### src/rtl/home_pkg.sv
package home_pkg;

    typedef enum logic [1:0] {
        DIR_UNC = 2'd0,
        DIR_SHR = 2'd1,
        DIR_EXC = 2'd2
    } dir_state_e;

    typedef enum logic [1:0] {
        REQ_READ  = 2'd0,
        REQ_WRITE = 2'd1,
        REQ_UPGR  = 2'd2,
        REQ_WBACK = 2'd3
    } req_kind_e;

    typedef enum logic [1:0] {
        MSG_DATA  = 2'd0,
        MSG_INV   = 2'd1,
        MSG_FETCH = 2'd2,
        MSG_GRANT = 2'd3
    } msg_kind_e;

    localparam logic RSP_ACK  = 1'b0;
    localparam logic RSP_DATA = 1'b1;

    typedef enum logic [2:0] {
        ST_IDLE     = 3'd0,
        ST_INV      = 3'd1,
        ST_FETCH    = 3'd2,
        ST_WAIT_OWN = 3'd3,
        ST_REPLY    = 3'd4
    } ctl_state_e;

endpackage

### src/rtl/home_low_pick.sv
module home_low_pick #(
    parameter int N     = 4,
    localparam int IDX_W = (N > 1) ? $clog2(N) : 1
) (
    input  logic [N-1:0]     vec,
    output logic [IDX_W-1:0] idx,
    output logic             found
);
    always_comb begin
        idx   = '0;
        found = 1'b0;
        for (int i = N - 1; i >= 0; i--) begin
            if (vec[i]) begin
                idx   = IDX_W'(i);
                found = 1'b1;
            end
        end
    end
endmodule

### src/rtl/home_mem_store.sv
module home_mem_store #(
    parameter int          N_BLOCKS = 8,
    parameter int          DATA_W   = 32,
    parameter logic [31:0] MEM_SEED = 32'h1000_0000,
    localparam int         ADDR_W   = (N_BLOCKS > 1) ? $clog2(N_BLOCKS) : 1
) (
    input  logic              clk,
    input  logic              rst_n,
    input  logic [ADDR_W-1:0] rd_addr,
    output logic [DATA_W-1:0] rd_data,
    input  logic              wr_en,
    input  logic [ADDR_W-1:0] wr_addr,
    input  logic [DATA_W-1:0] wr_data
);
    logic [DATA_W-1:0] words [N_BLOCKS];

    for (genvar b = 0; b < N_BLOCKS; b++) begin : g_word
        logic [DATA_W-1:0] word_q;
        always_ff @(posedge clk or negedge rst_n) begin
            if (!rst_n) begin
                word_q <= DATA_W'(MEM_SEED + 32'(b));
            end else if (wr_en && wr_addr == ADDR_W'(b)) begin
                word_q <= wr_data;
            end
        end
        assign words[b] = word_q;
    end

    assign rd_data = words[rd_addr];
endmodule

### src/rtl/home_dir_table.sv
module home_dir_table
    import home_pkg::*;
#(
    parameter int  N_NODES  = 4,
    parameter int  N_BLOCKS = 8,
    localparam int NODE_W   = (N_NODES > 1) ? $clog2(N_NODES) : 1,
    localparam int ADDR_W   = (N_BLOCKS > 1) ? $clog2(N_BLOCKS) : 1
) (
    input  logic               clk,
    input  logic               rst_n,
    input  logic [ADDR_W-1:0]  rd_addr,
    output dir_state_e         rd_state,
    output logic [N_NODES-1:0] rd_sharers,
    output logic [NODE_W-1:0]  rd_owner,
    input  logic               wr_en,
    input  logic [ADDR_W-1:0]  wr_addr,
    input  dir_state_e         wr_state,
    input  logic [N_NODES-1:0] wr_sharers,
    input  logic [NODE_W-1:0]  wr_owner
);
    dir_state_e         st_q  [N_BLOCKS];
    logic [N_NODES-1:0] shr_q [N_BLOCKS];
    logic [NODE_W-1:0]  own_q [N_BLOCKS];

    always_ff @(posedge clk or negedge rst_n) begin
        if (!rst_n) begin
            for (int b = 0; b < N_BLOCKS; b++) begin
                st_q[b]  <= DIR_UNC;
                shr_q[b] <= '0;
                own_q[b] <= '0;
            end
        end else if (wr_en) begin
            st_q[wr_addr]  <= wr_state;
            shr_q[wr_addr] <= wr_sharers;
            own_q[wr_addr] <= wr_owner;
        end
    end

    assign rd_state   = st_q[rd_addr];
    assign rd_sharers = shr_q[rd_addr];
    assign rd_owner   = own_q[rd_addr];

    AST_SHARED_HAS_SHARER: assert property (@(posedge clk) disable iff (!rst_n)
        (wr_en && wr_state == DIR_SHR) |-> (wr_sharers != '0));
endmodule

### src/rtl/home_dir_ctrl.sv
module home_dir_ctrl
    import home_pkg::*;
#(
    parameter int          N_NODES  = 4,
    parameter int          N_BLOCKS = 8,
    parameter int          DATA_W   = 32,
    parameter logic [31:0] MEM_SEED = 32'h1000_0000,
    localparam int         NODE_W   = (N_NODES > 1) ? $clog2(N_NODES) : 1,
    localparam int         ADDR_W   = (N_BLOCKS > 1) ? $clog2(N_BLOCKS) : 1
) (
    input  logic              clk,
    input  logic              rst_n,
    input  logic              req_valid,
    output logic              req_ready,
    input  logic [1:0]        req_kind,
    input  logic [NODE_W-1:0] req_node,
    input  logic [ADDR_W-1:0] req_blk,
    input  logic [DATA_W-1:0] req_wdata,
    input  logic              rsp_valid,
    input  logic              rsp_kind,
    input  logic [NODE_W-1:0] rsp_node,
    input  logic [DATA_W-1:0] rsp_data,
    output logic              msg_valid,
    input  logic              msg_ready,
    output logic [1:0]        msg_kind,
    output logic [NODE_W-1:0] msg_node,
    output logic [ADDR_W-1:0] msg_blk,
    output logic [DATA_W-1:0] msg_data
);
    localparam int CNT_W = NODE_W + 1;

    typedef struct packed {
        ctl_state_e         fsm;
        logic [NODE_W-1:0]  src;
        logic [ADDR_W-1:0]  blk;
        msg_kind_e          reply;
        logic [DATA_W-1:0]  rdata;
        logic [N_NODES-1:0] pend;
        logic [CNT_W-1:0]   acks;
        logic [NODE_W-1:0]  fown;
        dir_state_e         nstate;
        logic [N_NODES-1:0] nshr;
        logic [NODE_W-1:0]  nown;
    } ctl_t;

    ctl_t ctl_d, ctl_q;

    // directory table and memory store wiring
    dir_state_e         tb_rd_state;
    logic [N_NODES-1:0] tb_rd_shr;
    logic [NODE_W-1:0]  tb_rd_own;
    logic               tb_we;
    logic [ADDR_W-1:0]  tb_wa;
    dir_state_e         tb_wst;
    logic [N_NODES-1:0] tb_wshr;
    logic [NODE_W-1:0]  tb_wown;
    logic [DATA_W-1:0]  mem_rdata;
    logic               mem_we;
    logic [ADDR_W-1:0]  mem_wa;
    logic [DATA_W-1:0]  mem_wd;
    logic [NODE_W-1:0]  inv_idx;
    logic               inv_any;

    home_dir_table #(.N_NODES(N_NODES), .N_BLOCKS(N_BLOCKS)) u_table (
        .clk        (clk),
        .rst_n      (rst_n),
        .rd_addr    (req_blk),
        .rd_state   (tb_rd_state),
        .rd_sharers (tb_rd_shr),
        .rd_owner   (tb_rd_own),
        .wr_en      (tb_we),
        .wr_addr    (tb_wa),
        .wr_state   (tb_wst),
        .wr_sharers (tb_wshr),
        .wr_owner   (tb_wown)
    );

    home_mem_store #(.N_BLOCKS(N_BLOCKS), .DATA_W(DATA_W), .MEM_SEED(MEM_SEED)) u_mem (
        .clk     (clk),
        .rst_n   (rst_n),
        .rd_addr (req_blk),
        .rd_data (mem_rdata),
        .wr_en   (mem_we),
        .wr_addr (mem_wa),
        .wr_data (mem_wd)
    );

    home_low_pick #(.N(N_NODES)) u_pick (
        .vec   (ctl_q.pend),
        .idx   (inv_idx),
        .found (inv_any)
    );

    logic [N_NODES-1:0] src_bit;
    logic [N_NODES-1:0] own_bit;
    logic [N_NODES-1:0] others;
    logic [CNT_W-1:0]   others_cnt;
    logic               accept;
    logic               upg_ok;

    always_comb begin
        src_bit = '0;
        src_bit[req_node] = 1'b1;
        own_bit = '0;
        own_bit[tb_rd_own] = 1'b1;
        others  = tb_rd_shr & ~src_bit;
        others_cnt = '0;
        for (int i = 0; i < N_NODES; i++) begin
            others_cnt = others_cnt + CNT_W'(others[i]);
        end
        accept = req_valid && (ctl_q.fsm == ST_IDLE);
        upg_ok = (req_kind == REQ_UPGR) && (tb_rd_state == DIR_SHR) && tb_rd_shr[req_node];
    end

    always_comb begin
        ctl_d   = ctl_q;
        tb_we   = 1'b0;
        tb_wa   = ctl_q.blk;
        tb_wst  = ctl_q.nstate;
        tb_wshr = ctl_q.nshr;
        tb_wown = ctl_q.nown;
        mem_we  = 1'b0;
        mem_wa  = ctl_q.blk;
        mem_wd  = rsp_data;

        unique case (ctl_q.fsm)
            ST_IDLE: begin
                if (accept) begin
                    ctl_d.src   = req_node;
                    ctl_d.blk   = req_blk;
                    ctl_d.rdata = mem_rdata;
                    ctl_d.fown  = tb_rd_own;
                    ctl_d.pend  = '0;
                    ctl_d.acks  = '0;
                    ctl_d.reply = MSG_DATA;
                    ctl_d.nown  = '0;
                    if (req_kind == REQ_READ) begin
                        ctl_d.nstate = DIR_SHR;
                        unique case (tb_rd_state)
                            DIR_SHR: begin
                                ctl_d.nshr = tb_rd_shr | src_bit;
                                ctl_d.fsm  = ST_REPLY;
                            end
                            DIR_EXC: begin
                                ctl_d.nshr = src_bit | own_bit;
                                ctl_d.fsm  = ST_FETCH;
                            end
                            default: begin
                                ctl_d.nshr = src_bit;
                                ctl_d.fsm  = ST_REPLY;
                            end
                        endcase
                    end else if (req_kind == REQ_WBACK) begin
                        if (tb_rd_state == DIR_EXC && tb_rd_own == req_node) begin
                            mem_we  = 1'b1;
                            mem_wa  = req_blk;
                            mem_wd  = req_wdata;
                            tb_we   = 1'b1;
                            tb_wa   = req_blk;
                            tb_wst  = DIR_UNC;
                            tb_wshr = '0;
                            tb_wown = '0;
                        end
                    end else begin
                        ctl_d.reply  = upg_ok ? MSG_GRANT : MSG_DATA;
                        ctl_d.nstate = DIR_EXC;
                        ctl_d.nshr   = '0;
                        ctl_d.nown   = req_node;
                        unique case (tb_rd_state)
                            DIR_SHR: begin
                                ctl_d.pend = others;
                                ctl_d.acks = others_cnt;
                                ctl_d.fsm  = (others == '0) ? ST_REPLY : ST_INV;
                            end
                            DIR_EXC: ctl_d.fsm = ST_FETCH;
                            default: ctl_d.fsm = ST_REPLY;
                        endcase
                    end
                end
            end
            ST_INV: begin
                if (msg_ready && inv_any) begin
                    ctl_d.pend[inv_idx] = 1'b0;
                end
                if (rsp_valid && rsp_kind == RSP_ACK && ctl_q.acks != '0) begin
                    ctl_d.acks = ctl_q.acks - CNT_W'(1);
                end
                if (ctl_q.pend == '0 && ctl_q.acks == '0) begin
                    ctl_d.fsm = ST_REPLY;
                end
            end
            ST_FETCH: begin
                if (msg_ready) begin
                    ctl_d.fsm = ST_WAIT_OWN;
                end
            end
            ST_WAIT_OWN: begin
                if (rsp_valid && rsp_kind == RSP_DATA && rsp_node == ctl_q.fown) begin
                    mem_we      = 1'b1;
                    ctl_d.rdata = rsp_data;
                    ctl_d.fsm   = ST_REPLY;
                end
            end
            ST_REPLY: begin
                if (msg_ready) begin
                    tb_we     = 1'b1;
                    ctl_d.fsm = ST_IDLE;
                end
            end
            default: ctl_d.fsm = ST_IDLE;
        endcase
    end

    always_ff @(posedge clk or negedge rst_n) begin
        if (!rst_n) begin
            ctl_q <= '0;
        end else begin
            ctl_q <= ctl_d;
        end
    end

    assign req_ready = (ctl_q.fsm == ST_IDLE);

    always_comb begin
        msg_valid = 1'b0;
        msg_kind  = MSG_DATA;
        msg_node  = ctl_q.src;
        msg_data  = '0;
        unique case (ctl_q.fsm)
            ST_INV: begin
                msg_valid = inv_any;
                msg_kind  = MSG_INV;
                msg_node  = inv_idx;
            end
            ST_FETCH: begin
                msg_valid = 1'b1;
                msg_kind  = MSG_FETCH;
                msg_node  = ctl_q.fown;
            end
            ST_REPLY: begin
                msg_valid = 1'b1;
                msg_kind  = ctl_q.reply;
                msg_data  = (ctl_q.reply == MSG_DATA) ? ctl_q.rdata : '0;
            end
            default: ;
        endcase
    end
    assign msg_blk = ctl_q.blk;

    AST_MSG_HOLD: assert property (@(posedge clk) disable iff (!rst_n)
        (msg_valid && !msg_ready) |=> (msg_valid && $stable(msg_kind) && $stable(msg_node)
                                       && $stable(msg_data) && $stable(msg_blk)));
    AST_BUSY_AFTER_ACCEPT: assert property (@(posedge clk) disable iff (!rst_n)
        (req_valid && req_ready && req_kind != REQ_WBACK) |=> !req_ready);
    AST_INV_NOT_REQUESTER: assert property (@(posedge clk) disable iff (!rst_n)
        (msg_valid && msg_kind == MSG_INV) |-> (msg_node != ctl_q.src));
    AST_GRANT_NO_PENDING: assert property (@(posedge clk) disable iff (!rst_n)
        (msg_valid && msg_kind == MSG_GRANT) |-> (ctl_q.acks == '0 && ctl_q.pend == '0));
    AST_ACK_EXPECTED: assert property (@(posedge clk) disable iff (!rst_n)
        (rsp_valid && rsp_kind == RSP_ACK) |-> (ctl_q.fsm == ST_INV && ctl_q.acks != '0));
    AST_FETCH_OWNER_NOT_EMPTY: assert property (@(posedge clk) disable iff (!rst_n)
        (msg_valid && msg_kind == MSG_FETCH) |=> (ctl_q.fsm == ST_FETCH || ctl_q.fsm == ST_WAIT_OWN));
endmodule

### config.mk
export PLATFORM = sky130hd
export DESIGN_NAME = home_dir_ctrl
export DESIGN_NICKNAME = d
export VERILOG_FILES = /design/src/rtl/home_pkg.sv /design/src/rtl/home_low_pick.sv /design/src/rtl/home_mem_store.sv /design/src/rtl/home_dir_table.sv /design/src/rtl/home_dir_ctrl.sv
export SDC_FILE = /design/constraint.sdc
export NUM_CORES = 1
export LEC_CHECK = 0
export BUFFER_PORTS_ARGS = -buffer_cell sky130_fd_sc_hd__buf_2
export CELL_PAD_IN_SITES_DETAIL_PLACEMENT = 1
export CELL_PAD_IN_SITES_GLOBAL_PLACEMENT = 1
export CORE_ASPECT_RATIO = 0.75
export CORE_MARGIN = 4
export CORE_UTILIZATION = 40
export DETAILED_ROUTE_END_ITERATION = 12
export PLACE_DENSITY = 0.68
export SLEW_MARGIN = 10
export SYNTH_ARGS = -nofsm -noshare
export SYNTH_HDL_FRONTEND = slang
export SYNTH_SLANG_ARGS = --single-unit
### constraint.sdc
create_clock -name clk -period 3.1 [get_ports clk]
set_input_delay 0.62 -clock clk [delete_from_list [all_inputs] [get_ports clk]]
set_output_delay 0.62 -clock clk [all_outputs]
set_load 0.005 [all_outputs]
* Word-level counts from Yosys, hierarchy flattened
Cells that the tools add are included.
W data, S select, Z words.
** Word-level totals
- Bits in registers :: 379
- Output and inout port bits :: 41
** Cells by class
- Add/subtract/negate cells :: 4
- Bitwise gates (word level) :: 9
- Muxes and demuxes :: 99
- Order comparisons :: 9
- Reductions and logical operators :: 39
- Equal/unequal tests :: 26
** Operator list (number)
- $mux W32 :: 10
- $bmux W32 S3 :: 1
- $pmux W32 S2 :: 1
- $mux W59 :: 1
- $mux W2 :: 23
- $mux W3 :: 14
- $mux W4 :: 9
- $bwmux W16 :: 2
- $bwmux W32 :: 1
- $logic_and A1 B1 Y1 :: 22
- $mux W7 :: 3
- $eq A3 B3 Y1 const B :: 5
- $pmux W3 S5 :: 1
- $mux W1 :: 14
- $ne A2 B2 Y1 const B :: 7
- $pmux W7 S2 :: 1
- $bmux W2 S3 :: 2
- $bmux W4 S3 :: 1
- $demux W4 S3 :: 1
- $eq A3 B2 Y1 const B :: 4
- $reduce_and A3 Y1 :: 4
- $logic_not A3 Y1 :: 3
- $lt A2 B3 Y1 const B :: 3
- $and A4 B4 Y4 :: 2
- 34 further kinds :: 51

* Logic depth before layout (Yosys ltp)
Gate-level depths: netlist (run 1).
- Word-level depth :: 17
- Mapped depth :: 17
- Gate-level depth less buffers :: 11

* Modules after synthesis
Synthesis (run 1) repeated with hierarchy kept, for this count alone.
** Unflattened totals
- Cell total of the unflattened synthesis :: 1283
- Area total of the unflattened synthesis :: 18594.1 um^2
** By module, submodules not included
- home_mem_store :: cells an instance 665, area each 11664.9 um^2, times used 1
- home_dir_ctrl :: cells an instance 439, area each 3901.2 um^2, times used 1
- home_dir_table :: cells an instance 172, area each 2992.9 um^2, times used 1
- home_low_pick :: cells an instance 7, area each 35.0 um^2, times used 1

* Worst setup path before layout (run 1)
OpenSTA, ideal clock, no wires.
- Path type :: input to register
- Start :: input port req_blk[0]
- End :: register u_mem.g_word[4].word_q[10]
- Data arrival time :: 4520 ps
- Path buffers :: 6
- Stages :: 16
- Setup slack :: -1544 ps
- Setup time :: 125 ps
- Path through :: buf_4 > buf_2 > buf_1 > buf_2 > mux4_2 > nand2_1 > and2_1 > ha_1 > clkbuf_1 > inv_1 > nor4_4 > nand3_1 > a2bb2oi_2 > a31o_2 > buf_2 > mux2_2
** Between the ends
- Longest elaborated chain between the ends :: 13
** Ends and longest elaborated chain
- start: declaration :: RTL line home_dir_ctrl.sv:17 : input logic [ADDR_W-1:0] req_blk,
- $not A3 Y4 (not written as such) :: RTL line home_dir_table.sv:39, home_dir_table.sv:41
- $bmux W2 S3, on equally long branches :: RTL line home_dir_table.sv:39, home_dir_table.sv:41
- $mux W2, on equally long branches (2 in a row) :: RTL line home_dir_table.sv:39, home_dir_table.sv:41
- $eq A2 B2 Y1 :: RTL line home_dir_ctrl.sv:154 : if (tb_rd_state == DIR_EXC && tb_rd_own == req_node) begin
- $logic_and A1 B1 Y1 :: RTL line home_dir_ctrl.sv:154
- $mux W3 :: RTL line home_dir_ctrl.sv:154
- $mux W3 :: RTL line home_dir_ctrl.sv:153 : end else if (req_kind == REQ_WBACK) begin
- $mux W3 :: RTL line home_dir_ctrl.sv:137 : if (req_kind == REQ_READ) begin
- $mux W3 :: RTL line home_dir_ctrl.sv:128 : if (accept) begin
- $mux W3 :: RTL line home_dir_ctrl.sv:126 : unique case (ctl_q.fsm)
- $eq A3 B3 Y1 :: RTL line home_mem_store.sv:22 : end else if (wr_en && wr_addr == ADDR_W'(b)) begin
- $logic_and A1 B1 Y1 :: RTL line home_mem_store.sv:22
- end signal: assignment :: RTL line home_mem_store.sv:21 : word_q <= DATA_W'(MEM_SEED + 32'(b));
- end signal: assignment :: RTL line home_mem_store.sv:23 : word_q <= wr_data;
- end: declaration :: RTL line home_mem_store.sv:18 : logic [DATA_W-1:0] word_q;
Several ways; a longest one is shown, not always the timed one. The select of a mux whose other input is x is not followed.
A chain may end at the register's enable or synchronous reset.

* Worst setup path after layout (run 1)
- Start :: register ctl_q[57] in the netlist's numbering
- End :: register u_mem.g_word[7].word_q[30]
** Between the ends
- Longest elaborated chain between the ends :: 6
** Ends and longest elaborated chain
- start: declaration :: RTL line home_dir_ctrl.sv:46 : ctl_t ctl_d, ctl_q;
- start signal: assignment :: RTL line home_dir_ctrl.sv:218 : ctl_q <= ctl_d;
- $logic_not A3 Y1 :: RTL line home_dir_ctrl.sv:111, home_dir_ctrl.sv:126
- $logic_and A1 B1 Y1 :: RTL line home_dir_ctrl.sv:111 : accept = req_valid && (ctl_q.fsm == ST_IDLE);
- $mux W3 :: RTL line home_dir_ctrl.sv:128
- $mux W3 :: RTL line home_dir_ctrl.sv:126
- $eq A3 B3 Y1 :: RTL line home_mem_store.sv:22
- $logic_and A1 B1 Y1 :: RTL line home_mem_store.sv:22
- end signal: assignment :: RTL line home_mem_store.sv:21
- end signal: assignment :: RTL line home_mem_store.sv:23
- end: declaration :: RTL line home_mem_store.sv:18
Several ways; a longest one is shown, not always the timed one.

==> impl_metrics.ini, run 1 <==
[run_status]
outcome = finished clean

[final_layout]
area_growth_pct = 19.7
nFillCells = 4726
antennaDiodeCount = 0
multi_input_comb_area_mm2 = 0.00892
instances_no_fill = 2326
fin_util_pct = 48.6
drive_gt1_share_pct = 41.2
seq_area_mm2 = 0.00948
nNetsFinal = 1758

[routing]
drt-pass1-iter-count = 4
drt_iter0_drc = 951
route.detailed.drc = 0
dr_total_vias = 13240
routed_wl_mm = 54.5
wl_per_cell_um = 23.4
postRouteAntennaNets = 0
vias_per_cell = 5.69

[floorplan]
io_pins = 120
die_w_um = 258
core_mm2 = 0.0462
row_count = 68
start_util_pct = 40.6
die_h_um = 196
die-area_mm2 = 0.0505

[synth]
ys_seq_area_share_pct = 50.5
synth_area_leader_cell = dfrtp_1
ys_ff_latch = 378
synth_edf_count = 0
synth_cell_types = 57
yosysTopAreaCellShare_pct = 47.7
synthTopCellsByCount = 358 x dfrtp_1, 295 x mux2_2, 109 x a21oi_1
synth_area_leaders = dfrtp_1 48%, mux2_2 18%, mux4_2 9.5%
syn_inst = 1517
synth_most_common_cell = dfrtp_1
async_reset_ff_share_pct = 100
synth_area_per_cell_um2 = 12.4
yosys_warnings = 0
syn_area_mm2 = 0.0188
yosys_most_used_dff = dfrtp_1
synthesis.nets = 1608

[placement]
hpwl_mm = 35.1
gp_congestion = 0.783
dpl.cell_count = 2244
portBuffers = 119
pre_cts_ws_ns = -0.418

[sta]
worst-slew-pin-transition_ns = 0.931
fmax_mhz = 327
slew_viol_final = 0
hold_violations = 0
setup_ws_ns = 0.0459
slew_headroom_pct = 37.7
setup_viol = 0
skew_ns = 0.0240
fin_crit_ns = 3.05
rsz0062_at_grt = true
hold_ws_ns = 0.0601
finalCritPeriodShare_pct = 98.5

[critical_path]
worst-r2r-cell-count = 10
r2r-end = u_mem.g_word[7].word_q[30]$_DFFE_PN0P_
critPathRequiredTime_ns = 3.51
critical_path_class = register to register
cp-startpoint = ctl_q[57]$_DFFE_PN0P_
cp-start-kind = register
r2r-start = ctl_q[57]$_DFFE_PN0P_
r2r_slack_ns = 0.05
critPathCapture = u_mem.g_word[7].word_q[30]$_DFFE_PN0P_
end_kind = register
cp_max_fo = 8
cp.arrival_ns = 3.47

[power_and_ir_drop]
p_leak_uw = 0.0104
power_density_mw_per_mm2 = 616
power_uw = 13800
vdd_ir_drop_max_uv = 377

[global_routing]
track_usage_pct = 21.3
grt_max_degree = 72
grt_pass1_wl_mm = 85.6
grt_overflow = 0
antenna_found_initial = 1
grt_pass1_vias = 14231

[clock_network]
clk_path_buf_depth = 3
clk_latency_ns = 0.55
cts_hold_buf = 0
clkSinkCount = 378
clkTransAtPathRegs_ns = 0.06
cts_buffers = 40
tritoncts = built
cts_root_buf = clkbuf_16
htreeDepth = 2

[hold_path]
min_path_type = input port to asynchronous set/reset pin

[run]
max_cap_viol_count = 0
## kinds of logic (layout without fill, tap and decap cells)
family / count (synthesis) / in the layout / share of synthesized area, %
AO/OA/AOI/OAI: 303 / 303 / 10.4
XOR/XNOR: 3 / 3 / 0.140
adder cells (fa/ha/maj): 12 / 12 / 0.840
buffers and inverters: 180 / 359 / 4.04
flip-flops: 378 / 378 / 50.5
multiplexers: 384 / 384 / 27.7
AND/OR/NAND/NOR: 257 / 257 / 6.31
## state kept, by name (all words and copies together) (netlist names)
| register | cells |
|---|---|
| ctl_q | 55 |
| msg_blk | 3 |
| u_mem.g_word.word_q | 256 |
| u_table.own_q | 16 |
| u_table.shr_q | 32 |
| u_table.st_q | 16 |
## placed cells by master (no fill, tap or decap), types with 5 or more instances in the layout
master,count
dfrtp_1,358
mux2_2,234
buf_2,116
a21oi_1,109
nand2_1,104
mux4_2,79
o21ai_0,75
buf_4,73
inv_1,66
nor2_1,66
mux2_4,62
a32oi_1,50
clkbuf_16,42
and2_1,40
buf_12,26
dfstp_2,20
a21o_1,14
clkbuf_1,14
a32o_1,12
ha_1,10
nand2b_1,8
mux2i_1,8
nor3_1,7
and3_1,7
clkbuf_8,6
nand3_1,5
a31oi_4,5
a211o_1,5
## critical path, stage by stage, from the launching register on
cell and delay, ns:
dfrtp_1 0.37, or4b_2 0.77, nor4_4 0.31, buf_4 0.19
nand3b_1 0.13, a2bb2oi_4 0.24, buf_12 0.16, a31oi_4 0.10
buf_12 0.21, buf_12 0.15, mux2_2 0.28
## power breakdown
| part | internal (uW) | switching [uW] |
|---|---|---|
| Combinational | 1290 | 1730 |
| Sequential | 5500 | 519 |
| Clock | 2720 | 2070 |
## layer usage
layer | track usage (%) | up-vias | part of all wire, %
met1 | 31.2 | 7050 | 47
met3 | 3.37 | 58 | 4.4
li1 | - | 5843 | -
met2 | 34.0 | 289 | 47
met5 | 0 | - | 0
met4 | 4.06 | 0 | 1.4
## repair_timing
action / 4_1_cts / 5_1_grt
cloned: 0 / 2
resized for setup: 0 / 3
hold endpoints to repair: 0 / 0
endpoints found under the setup margin: 29 / 268
pin swaps: 3 / 5
setup buffers: 0 / 9
## metrics by stage
stage,area [um^2],TNS (ns)
floorplan,19200,-188.86
global placement,21000,-85.96
detailed placement,21000,-100.97
CTS,22300,-0.0389
global route,22500,-0.628
finish,22500,0
## worst min path at each step
stage                                                       from                                      to  slack [ns]
after floorplan                                            rst_n                    ctl_q[0]$_DFFE_PN0P_        0.32
after CTS                                                  rst_n  u_mem.g_word[2].word_q[19]$_DFFE_PN0P_        0.05
after global routing                                       rst_n  u_mem.g_word[2].word_q[19]$_DFFE_PN0P_        0.08
after global placement    u_mem.g_word[2].word_q[14]$_DFFE_PN0P_  u_mem.g_word[2].word_q[14]$_DFFE_PN0P_        0.48
after detailed placement  u_mem.g_word[0].word_q[21]$_DFFE_PN0P_  u_mem.g_word[0].word_q[21]$_DFFE_PN0P_        0.49
final                                                      rst_n                   ctl_q[41]$_DFFE_PN0P_        0.06
## area by class of cell
| cell class | count | area share [%] |
|---|---|---|
| clock buffer | 60 | 5.06 |
| clock inverter | 11 | 0.624 |
| inverter | 68 | 1.15 |
| multi-input combinational | 959 | 39.7 |
| sequential | 378 | 42.2 |
| tap | 630 | 3.51 |
| timing repair buffer | 220 | 7.73 |
No activity file was read; power rests on OpenSTA's default activity.
==> inputs of run 2 (changes only) <==
Settings changed: CORE_UTILIZATION 40 to 45, PLACE_DENSITY 0.68 to 0.75.
==> impl_metrics.ini, run 2 (synthesized netlist as in run 1, its figures left out) <==
[critical_path]
cp-start-kind = register
r2r-end = u_mem.g_word[2].word_q[29]$_DFFE_PN0P_
critPathRequiredTime_ns = 3.52
worst-r2r-cell-count = 14
r2r-start = u_table.st_q[10]$_DFFE_PN0P_
critical_path_class = register to register
cp_max_fo = 9
worst_path_largest_cell_delay_ns = 0.48
r2r_slack_ns = 0.01
path_cells = mux4_2 > nand2_2 > and2_4 > ha_4 > inv_4 > nor4_4 > nand3b_1 > a2bb2oi_4 > buf_6 > buf_12 > a31oi_4 > buf_12 > clkbuf_16 > mux2_2
slowest_stage = mux4_2
cp_common_cell = buf_12
end_kind = register
cp-startpoint = u_table.st_q[10]$_DFFE_PN0P_
cp.arrival_ns = 3.51

[floorplan]
io_pins = 120
die-area_mm2 = 0.0451
die_w_um = 244
core_mm2 = 0.0410
die_h_um = 185
row_count = 64
start_util_pct = 45.8

[clock_network]
cts_root_buf = clkbuf_16
clkTransAtPathRegs_ns = 0.06
clkSinkCount = 378
cts_buffers = 39
htreeDepth = 2
tritoncts = built
clk_path_buf_depth = 3
clk_latency_ns = 0.54
cts_hold_buf = 0

[routing]
drt-pass1-iter-count = 5
drt_iter0_drc = 1064
route.detailed.drc = 0
vias_per_cell = 6.06
dr_total_vias = 13754
postRouteAntennaNets = 0
routed_wl_mm = 59.9
wl_per_cell_um = 26.4

[global_routing]
grt_overflow = 0
antenna_found_initial = 0
track_usage_pct = 24.5
grt_pass1_wl_mm = 87.3
grt_max_degree = 72
grt_pass1_vias = 14790

[power_and_ir_drop]
p_leak_uw = 0.0106
power_density_mw_per_mm2 = 622
vdd_ir_drop_max_uv = 370
power_uw = 14200

[sta]
setup_viol = 0
fmax_mhz = 324
hold_violations = 0
rsz0062_at_grt = true
hold_ws_ns = 0.0267
fin_crit_ns = 3.09
worst-slew-pin-transition_ns = 1.00
slew_viol_final = 0
slew_headroom_pct = 32.9
skew_ns = 0.0151
finalCritPeriodShare_pct = 99.6

[placement]
gp_congestion = 0.822
hpwl_mm = 35.5
portBuffers = 119

[final_layout]
nFillCells = 4169
largest_reg_flops = 256
top_register = u_mem.g_word.word_q
multi_input_comb_area_mm2 = 0.00894
final_common_cell = dfrtp_1
top_regs = u_mem.g_word.word_q (256), ctl_q (55), u_table.shr_q (32)
drive_gt1_share_pct = 41.9
seq_area_mm2 = 0.00948
area_growth_pct = 21.4
antennaDiodeCount = 0
final_cell_mix = 358 x dfrtp_1, 234 x mux2_2, 116 x buf_2, 109 x a21oi_1, 102 x nand2_1
nNetsFinal = 1771

[run]
max_cap_viol_count = 0

[hold_path]
min_path_type = input port to asynchronous set/reset pin

[run_status]
outcome = finished clean
[run 2: worst max-delay path by stage]
| stage | endpoint |
|---|---|
| after floorplan | u_mem.g_word[0].word_q[10]$_DFFE_PN0P_ |
| after global placement | u_mem.g_word[4].word_q[23]$_DFFE_PN0P_ |
| after detailed placement | u_mem.g_word[1].word_q[24]$_DFFE_PN0P_ |
| after CTS | u_mem.g_word[1].word_q[24]$_DFFE_PN0P_ |
| after global routing | u_mem.g_word[3].word_q[19]$_DFFE_PN0P_ |
| final | u_mem.g_word[2].word_q[29]$_DFFE_PN0P_ |
[run 2: stage by stage]
stage / setup TNS [ns] / instances / util (%) / cell area, um^2 / worst slack (ns)
finish: 0 / 2268 / 55.6 / 22800 / 0.0114
CTS: 0 / 2245 / 54.5 / 22300 / 0.00929
global placement: -91.32 / 2176 / 51.2 / 21000 / -0.396
floorplan: -188.86 / 1517 / - / 19200 / -0.700
global route: -2.88 / 2268 / 55.6 / 22800 / -0.0601
detailed placement: -98.87 / 2176 / 51.2 / 21000 / -0.423
[run 2: what timing repair did]
action	CTS	global route
pin swaps	1	13
gates cloned	0	12
endpoints found under the setup margin	33	241
setup buffers	1	12
resized for setup	1	12
[run 2: critical path, delay by kind of cell, from the launching register on]
| kind | cells | cell delay, ns |
|---|---|---|
| buffers and inverters | 5 | 0.65 |
| and+or+nand+nor | 4 | 0.66 |
| AOI/OAI and AO/OA | 2 | 0.32 |
| adders and majority gates | 1 | 0.15 |
| muxes | 2 | 0.76 |
| DFF | 1 | 0.41 |
[run 2: layout make-up]
| cell class | instances | share of cell area, % |
|---|---|---|
| clock inverters | 8 | 0.725 |
| inverters | 68 | 1.13 |
| repair buffers | 234 | 8.99 |
| flip-flops and latches | 378 | 41.6 |
| clock buffers | 60 | 5.21 |
| multi-input cells | 959 | 39.2 |
| well taps | 561 | 3.08 |
[run 2: layer usage]
metal  GRT usage [%]  wire length, um  vias to the layer above
li1                -                -                     5868
met1            34.9            26800                     7340
met2            39.9            28500                      451
met3            4.18             3200                       95
met4            5.74             1460                        0
met5               0                0                        -
[run 2: power by group]
| part | internal (uW) | switching (uW) | total, uW | leakage [uW] |
|---|---|---|---|---|
| Clock | 3050 | 2040 | 5090 | 0.000664 |
| Combinational | 1260 | 1780 | 3040 | 0.00513 |
| Sequential | 5500 | 546 | 6050 | 0.00479 |
| Total | 9810 | 4370 | 14200 | 0.0106 |
